## src/rtl/scl_div_pkg.sv

```systemverilog
package scl_div_pkg;
  localparam int CYC_W      = 16;
  localparam int BASE_TICKS = 20;
  localparam int STEP_SHIFT = 3;

  typedef logic [CYC_W-1:0] cyc_t;
  typedef enum logic [1:0] {ST_IDLE, ST_SETUP, ST_RUN} seq_e;

  function automatic cyc_t period_of(input cyc_t step, input cyc_t comp);
    return cyc_t'(BASE_TICKS) + (step << STEP_SHIFT) + comp;
  endfunction

  function automatic cyc_t low_of(input cyc_t period);
    return (period + cyc_t'(1)) >> 1;
  endfunction

  function automatic cyc_t high_of(input cyc_t period);
    return period - low_of(period);
  endfunction
endpackage

```

## src/rtl/scl_prescaler.sv

```systemverilog
module scl_prescaler #(
  parameter int PRESC_W = 3
) (
  input  logic               clk,
  input  logic               rst_n,
  input  logic [PRESC_W-1:0] div_sel,
  output logic               tick
);
  logic [PRESC_W-1:0] cnt_q;

  assign tick = (cnt_q >= div_sel);

  always_ff @(posedge clk) begin
    if (!rst_n)    cnt_q <= '0;
    else if (tick) cnt_q <= '0;
    else           cnt_q <= cnt_q + 1'b1;
  end

  p_tick_gap_r2: assert property (@(posedge clk) disable iff (!rst_n)
    (tick && div_sel != '0 && $stable(div_sel)) |=> !tick);
  p_tick_full_r2: assert property (@(posedge clk) disable iff (!rst_n)
    (div_sel == '0) |-> tick);
endmodule

```

## src/rtl/scl_start_seq.sv

```systemverilog
module scl_start_seq
  import scl_div_pkg::*;
#(
  parameter int SETUP_W = 4
) (
  input  logic               clk,
  input  logic               rst_n,
  input  logic               tick,
  input  logic               enable,
  input  logic [SETUP_W-1:0] setup_val,
  output seq_e               state,
  output logic               enter_run
);
  localparam int DW = SETUP_W + 1;

  seq_e          state_q;
  logic [DW-1:0] dcnt_q;
  logic [DW-1:0] gap_last;

  assign gap_last  = DW'(setup_val) + DW'(1);
  assign enter_run = (state_q == ST_SETUP) && enable && tick && (dcnt_q == gap_last);
  assign state     = state_q;

  always_ff @(posedge clk) begin
    if (!rst_n) begin
      state_q <= ST_IDLE;
      dcnt_q  <= '0;
    end else if (!enable) begin
      state_q <= ST_IDLE;
      dcnt_q  <= '0;
    end else begin
      case (state_q)
        ST_IDLE: if (tick) begin
          state_q <= ST_SETUP;
          dcnt_q  <= '0;
        end
        ST_SETUP: if (tick) begin
          if (dcnt_q == gap_last) state_q <= ST_RUN;
          else                    dcnt_q  <= dcnt_q + 1'b1;
        end
        default: state_q <= ST_RUN;
      endcase
    end
  end

  p_gap_bound_r5: assert property (@(posedge clk) disable iff (!rst_n)
    (state_q == ST_SETUP) |-> (dcnt_q <= gap_last));
  p_gap_entry_r5: assert property (@(posedge clk) disable iff (!rst_n)
    (state_q == ST_IDLE && enable && tick) |=> (state_q == ST_SETUP && dcnt_q == '0));
endmodule

```

## src/rtl/scl_phase_gen.sv

```systemverilog
module scl_phase_gen
  import scl_div_pkg::*;
(
  input  logic clk,
  input  logic rst_n,
  input  logic tick,
  input  logic enable,
  input  logic run,
  input  logic enter_run,
  input  logic hold,
  input  cyc_t period,
  input  cyc_t low_len,
  input  cyc_t high_len,
  output logic scl_out,
  output logic launch_stb,
  output logic sample_stb
);
  cyc_t pos_q, pos_nx, launch_pos, sample_pos;
  logic scl_q, frozen, adv;

  assign frozen     = hold && (pos_q < low_len);
  assign adv        = run && enable && tick && !frozen;
  assign pos_nx     = (pos_q >= period - cyc_t'(1)) ? '0 : pos_q + cyc_t'(1);
  assign launch_pos = low_len >> 1;
  assign sample_pos = low_len + (high_len >> 1);
  assign launch_stb = adv && (pos_q == launch_pos);
  assign sample_stb = adv && (pos_q == sample_pos);
  assign scl_out    = scl_q;

  always_ff @(posedge clk) begin
    if (!rst_n) begin
      pos_q <= '0;
      scl_q <= 1'b1;
    end else if (!enable || (!run && !enter_run)) begin
      pos_q <= '0;
      scl_q <= 1'b1;
    end else if (enter_run) begin
      pos_q <= '0;
      scl_q <= 1'b0;
    end else if (adv) begin
      pos_q <= pos_nx;
      scl_q <= (pos_nx >= low_len);
    end
  end

  p_launch_low_r6: assert property (@(posedge clk) disable iff (!rst_n)
    launch_stb |-> !scl_out);
  p_sample_high_r7: assert property (@(posedge clk) disable iff (!rst_n)
    sample_stb |-> scl_out);
  p_fall_at_zero_r3: assert property (@(posedge clk) disable iff (!rst_n)
    (enable && $fell(scl_out)) |-> (pos_q == '0));
  p_rise_at_low_r4: assert property (@(posedge clk) disable iff (!rst_n)
    (enable && run && $rose(scl_out)) |-> (pos_q == low_len));
  p_hold_freeze_r8: assert property (@(posedge clk) disable iff (!rst_n)
    (run && enable && hold && pos_q < low_len) |=> ($stable(pos_q) && !scl_out));
  p_idle_high_r9: assert property (@(posedge clk) disable iff (!rst_n)
    !enable |=> scl_out);
endmodule

```

## src/rtl/scl_divgen.sv

```systemverilog
module scl_divgen
  import scl_div_pkg::*;
#(
  parameter int PRESC_W = 3,
  parameter int STEP_W  = 6,
  parameter int COMP_W  = 4,
  parameter int SETUP_W = 4,
  localparam int CTRL_W = STEP_W + PRESC_W
) (
  input  logic               clk,
  input  logic               rst_n,
  input  logic               enable,
  input  logic               hold,
  input  logic [CTRL_W-1:0]  clk_ctrl,
  input  logic [COMP_W-1:0]  rf_comp,
  input  logic [SETUP_W-1:0] first_setup,
  output logic               tick,
  output logic               scl_out,
  output logic               first_gap,
  output logic               launch_stb,
  output logic               sample_stb
);
  logic [PRESC_W-1:0] div_sel;
  logic [STEP_W-1:0]  step_sel;
  cyc_t               period, low_len, high_len;
  seq_e               state;
  logic               enter_run, run;

  assign div_sel   = clk_ctrl[PRESC_W-1:0];
  assign step_sel  = clk_ctrl[CTRL_W-1:PRESC_W];
  assign period    = period_of(cyc_t'(step_sel), cyc_t'(rf_comp));
  assign low_len   = low_of(period);
  assign high_len  = high_of(period);
  assign run       = (state == ST_RUN);
  assign first_gap = (state == ST_SETUP);

  scl_prescaler #(.PRESC_W(PRESC_W)) u_presc (
    .clk(clk), .rst_n(rst_n), .div_sel(div_sel), .tick(tick)
  );

  scl_start_seq #(.SETUP_W(SETUP_W)) u_seq (
    .clk(clk), .rst_n(rst_n), .tick(tick), .enable(enable),
    .setup_val(first_setup), .state(state), .enter_run(enter_run)
  );

  scl_phase_gen u_phase (
    .clk(clk), .rst_n(rst_n), .tick(tick), .enable(enable), .run(run),
    .enter_run(enter_run), .hold(hold), .period(period), .low_len(low_len),
    .high_len(high_len), .scl_out(scl_out), .launch_stb(launch_stb),
    .sample_stb(sample_stb)
  );

  p_strobe_excl_r7: assert property (@(posedge clk) disable iff (!rst_n)
    !(launch_stb && sample_stb));
  p_gap_scl_high_r5: assert property (@(posedge clk) disable iff (!rst_n)
    first_gap |-> scl_out);
endmodule

```

## config.mk

```make
export PLATFORM = sky130hd
export DESIGN_NAME = scl_divgen
export DESIGN_NICKNAME = d
export VERILOG_FILES = /design/src/rtl/scl_div_pkg.sv /design/src/rtl/scl_prescaler.sv /design/src/rtl/scl_start_seq.sv /design/src/rtl/scl_phase_gen.sv /design/src/rtl/scl_divgen.sv
export SDC_FILE = /design/constraint.sdc
export NUM_CORES = 1
export LEC_CHECK = 0
export BUFFER_PORTS_ARGS = -buffer_cell sky130_fd_sc_hd__buf_2
export CAP_MARGIN = 0
export CORE_ASPECT_RATIO = 0.75
export CORE_MARGIN = 10
export CORE_UTILIZATION = 30
export DETAILED_ROUTE_END_ITERATION = 6
export GPL_TIMING_DRIVEN = 0
export PLACE_DENSITY = 0.46
export SYNTH_ARGS = -nofsm -noshare
export SYNTH_HDL_FRONTEND = slang
export SYNTH_SLANG_ARGS = --single-unit
```

## constraint.sdc

```tcl
create_clock -name clk -period 7.7 [get_ports clk]
set_input_delay 1.155 -clock clk [delete_from_list [all_inputs] [get_ports clk]]
set_output_delay 1.155 -clock clk [all_outputs]
set_load 0.02 [all_outputs]
```

# Yosys cells after proc, flatten, opt, wreduce, memory -nomap -nowiden
# Cells that the tools add are included.
[op_classes]
bitwise_logic = 1
n_reduce_logical = 24
order_cmp = 4
addsub = 10
mux = 11
eq_ne = 9
[op_table]
columns = ["operator", "n"]
rows = [
  ["11-bit by 15-bit adder with 16-bit output", 1],
  ["16-bit by 1-bit adder with 16-bit output, second input constant", 1],
  ["16-bit by 10-bit == test with 1-bit output", 1],
  ["16-bit == test", 1],
  ["16-bit by 11-bit greater-or-equal comparator with 1-bit output", 1],
  ["16-bit greater-or-equal comparator", 1],
  ["16-bit by 11-bit < comparator with 1-bit output", 1],
  ["16-bit two-way mux", 1],
  ["5-bit two-way mux", 3],
  ["11-bit by 1-bit adder with 12-bit output, second input constant", 1],
  ["11-bit by 1-bit subtractor with 12-bit output, second input constant", 1],
  ["11-bit by 11-bit subtractor with 12-bit output", 1],
  ["10-bit by 4-bit adder with 11-bit output", 1],
  ["5-bit by 9-bit adder with 10-bit output, first input constant", 1],
  ["1-bit logical AND", 10],
  ["5-bit case mux with 2 select lines", 1],
  ["2-bit two-way mux", 3],
  ["4-bit by 1-bit adder with 5-bit output, second input constant", 1],
  ["5-bit by 1-bit adder with 5-bit output, second input constant", 1],
  ["5-bit == test", 1],
  ["1-bit zero test", 4],
  ["2-bit by 1-bit != test with 1-bit output, second input constant", 2],
  ["2-bit != test, second input constant", 2],
  ["2-bit case mux with 2 select lines", 1],
  ["other kinds (14)", 17],
]
[word_totals]
wordCells = 64
register_bits = 27
input_bits = 21

# Longest topological paths before layout
[logic_depth]
word_depth = 9
ltp_mapped = 25
depth_no_buf = 23

# Modules after synthesis
# A second synthesis with hierarchy kept.
[unflattened]
cells_unflattened = 686
area_unflattened_um2 = 5232.5
[modules_own_cells]
columns = ["module", "area_per_inst_um2", "cells_each", "n_inst", "seq_area_each_um2"]
rows = [
  ["scl_phase_gen", 3562.2, 475, 1, 340.3],
  ["scl_divgen", 954.7, 125, 1, 0.0],
  ["scl_start_seq", 526.8, 66, 1, 140.1],
  ["scl_prescaler", 188.9, 20, 1, 60.1],
]

# Least setup slack after synthesis
# OpenSTA, ideal clock, no wires.
[synth_path]
path_type = "input to output"
from = "input port rf_comp[2]"
to = "output port sample_stb"
t_required_ns = 6.545
n_path_buf = 1
stages = 20
t_arrival_ns = 5.783
path_slack_ns = 0.762
cell_sequence = "inv_1 > fa_1 > nor2b_1 > or3_1 > and2_0 > clkbuf_1 > o32ai_1 > xnor2_1 > inv_1 > ha_1 > a21boi_0 > nor2_1 > ha_1 > nand3_1 > o211ai_1 > nor4_1 > or3_1 > xnor2_1 > or4_2 > nor3_2"
[synth_via]
elab_chain_len = 7
elab_cells_between_ends = 10
[synth_lines]
columns = ["element", "line", "text"]
rows = [
  ["start, declared", "scl_divgen.sv:15", "input logic [COMP_W-1:0] rf_comp,"],
  ["10-bit by 4-bit adder with 11-bit output *", "scl_div_pkg.sv:10", "return cyc_t'(BASE_TICKS) + (step << STEP_SHIFT) + comp;"],
  ["parallel branches: the longest is 5 deep, another holds 11-bit by 15-bit adder with 16-bit output", "--", ""],
  ["1-bit logical AND *", "scl_phase_gen.sv:27", "assign sample_stb = adv && (pos_q == sample_pos);"],
  ["end, declared", "scl_divgen.sv:21", "output logic sample_stb"],
]
# Mark *: on every way between the ends.

# Final worst setup path
# Ends and elaborated chain as after synthesis.

==> impl_results.md <==
* WL final at between 10 and 15 mm
* Starting Density at about 30%
* WL/cell at about 15 um
* Row count at 37
* Pwr Density at 144 nW/um^2
* Root buffer cell: clkbuf_16
* Share of layout cells above drive strength 1 at around an eighth
* Post-DRT Antenna Nets at 0
* Gate Count Post-Synth at around 540
* Final net count at 671
* Worst skew pair latency at roughly 280 ps
* R2r worst-path depth at 17
* First DRT Iteration DRCs at 265
* Grt ovf at 0
* Final period util at approximately 96%
* Routability Congestion at between 0.8 and 0.9
* Worst R2R Setup Slack at 3790 ps
* Worst Path Required at 6550 ps
* Hold/Removal Path Class: flip-flop to flip-flop
* Most Crowded Layer GR: met2
* Synth unique cells at 67
* CP Data Arrival Time at about 6200 ps
* Slew @ Worst Pin at between 700 and 800 ps
* Largest net degree at the start of global routing at 17
* Post-synthesis sequential area ratio at between 10% and 20%
* Levels on crit path at 21
* Slew Viols, Final at 0
* Yosys top cell by area: ha_1
* Leakage Power at 2.04 nW
* Slowest cell on crit path: or4_2
* Final setup fails at 0
* Post-synth EDFFs at 0
* Worst vdd ir at 0.0635 mV
* Final min period at 7370 ps
* Worst Path Buf+Inv at 4
* Placed insts at 745
* CTS Buffer Depth at 2
* TritonCTS clock tree: done
* DR pass1 iterations at 4
* Syn avg cell area at 7.59 um^2
* Outcome: completed
* Predominant post-synthesis flop cell: dfxtp_1
* Critical path, cell by cell: buf_2 -> inv_2 -> fa_1 -> nor2b_2 -> or3_4 -> and2_1 -> o32ai_2 -> xnor2_1 -> inv_1 -> ha_1 -> a21boi_2 -> nor2_1 -> ha_2 -> nand3_1 -> o211ai_1 -> nor4_1 -> or3_1 -> xnor2_1 -> or4_2 -> nor3_2 -> buf_2
* Slew HR at 49.5%
* Synth async-reset ratio at 0%
* Reg-to-Reg End: u_phase.scl_out
* Max FO, Critical Path at 7
* GRT met2 Usage at around 17%
* Endpoints failing hold at 0
* Hold path startpoint: u_presc.cnt_q[0]
* Hold Path Stages at 1
* Cts bufs inserted at 3
* Post-synth top area share at 20.3%
* Total vias in the final route at roughly 3,800
* Routing usage on met3 at 1.66%
* Port Buffers at 25
* CTS sink count at 27
* Setup crit end kind: output port
* Most common cell after layout, fill and taps aside: ha_1
* Yosys warnings at 0
* GR Util met1 at 17.2%
* Vias in the first global route at 3,568
* Vias per cell at 5.05
* Layout Cells excl Fill at ~750
* Layout area overhead at 13.2%
* Commonest cells after routing, fill and taps aside: ha_1, nor2_1, nand2_1
* Max cap viols at 0
* Ant diodes at 0
* HPWL Detailed at 9.18 mm
* CP startpoint kind: input pin
* Hold-fix buffers at CTS at 0
* # DRC at 0
* Core area at 13,600 um^2
* First-pass GRT wire length at 18.2 mm
* Slowest stage delay, CP at 580 ps
* Total GRT Usage at 11.5%
* Antenna violations before repair at 0
* Die outline width at 155 um
* IO Pins at 26
* Clk_skew at a little over 9 ps
* Worst-path clk slew at ~80 ps
* Family with the most delay on the worst path: simple AND/OR/NAND/NOR gates
* FMAX at 136 MHz
* Synthesis-stage register bit count at 27
* Reg-to-Reg Start: u_phase.pos_q[0]
* Die ar. at 18,900 um^2
* Post-synthesis instance area at 4120 um^2
* Setup TNS at 0 ps
* CTS HTree Levels at 1
* Area contributors post-synth: ha_1, dfxtp_1, xnor2_1, nor2_1, xor2_1
* Hold Path Sink: u_presc.cnt_q[0]
* Chip height at around 120 um
* Setup CP Type: input pin to output port
==> state kept, by name, summed over array words and instances (netlist names) <==
name             cells
u_presc.cnt_q        3
u_seq.dcnt_q         5
u_seq.state          2
u_phase.scl_out      1
u_phase.pos_q       16
==> per-layer routing <==
metal | vias up | wire [um] | part of all wire, %
met2 | 53 | 4650 | 42
met4 | 0 | 51 | 0.46
met5 | - | 0 | 0
met3 | 4 | 335 | 3.0
li1 | 1998 | - | -
met1 | 1750 | 6140 | 55
==> logic make-up after synthesis <==
group | after synthesis | share of synthesized area, %
simple gates | 200 | 24.0
compound gates | 109 | 18.6
fa+ha+maj | 70 | 21.8
xor+xnor | 69 | 14.8
buf+inv | 57 | 5.25
flops | 27 | 13.1
mux | 9 | 2.22
other cells | 2 | 0.182
==> cells in the mapped netlist, types with 4 or more instances <==
cell	count
o21ai_0	22
nand4_1	6
xnor2_1	44
and3_1	7
nand3_1	19
inv_1	37
a211oi_1	4
nor4_1	5
clkbuf_1	17
ha_1	67
dfxtp_1	27
nand3b_1	4
nor2b_1	9
nand2b_1	6
o211ai_1	4
mux2i_1	8
a31oi_1	7
nor3_1	15
nand2_1	41
nor2_1	66
xor2_1	24
a21o_1	9
a21oi_1	28
==> final cells by class <==
cell class | instances | area (um^2)
clock buffers | 3 | 75.1
repair buffers | 31 | 170
inverters | 37 | 139
clock inverters | 1 | 7.51
plain buffers | 19 | 73.8
flip-flops and latches | 27 | 541
fillers | 1456 | 8940
well taps | 175 | 219
multi-input cells | 461 | 3440
==> how the worst max path moves through the flow <==
stage | endpoint | startpoint | slack [ps]
after floorplan | sample_stb | rf_comp[2] | 760
final | sample_stb | rf_comp[2] | 330
after global placement | sample_stb | rf_comp[2] | -160
after CTS | sample_stb | rf_comp[2] | 2
after detailed placement | sample_stb | rf_comp[2] | -260
after global routing | sample_stb | rf_comp[2] | -6
==> where the power goes <==
| part | switching, mW | internal, mW | total, mW |
|---|---|---|---|
| logic | 0.218 | 0.181 | 0.399 |
| clock network | 0.0576 | 0.0710 | 0.129 |
| registers | 0.00230 | 0.142 | 0.145 |
==> through the flow <==
step | utilization (%) | cell area, um^2 | power, mW | worst slack, ps | hold WS, ps
floorplan | - | 4130 | 0.445 | 762 | 417
global placement | 32.9 | 4470 | 0.517 | -164 | 443
detailed placement | 32.9 | 4470 | 0.520 | -259 | 439
CTS | 33.7 | 4590 | 0.662 | 1.73 | 454
global route | 34.3 | 4670 | 0.734 | -5.91 | 501
finish | 34.3 | 4670 | 0.672 | 328 | 454
==> repair_timing <==
action / CTS / global route
buffers inserted: 2 / 4
resized for setup: 4 / 15
cloned: 0 / 0
endpoints found under the hold margin: 0 / 0
pin swaps: 2 / 3
setup endpoints to repair: 1 / 1
Power figures use the tool's default switching activity.
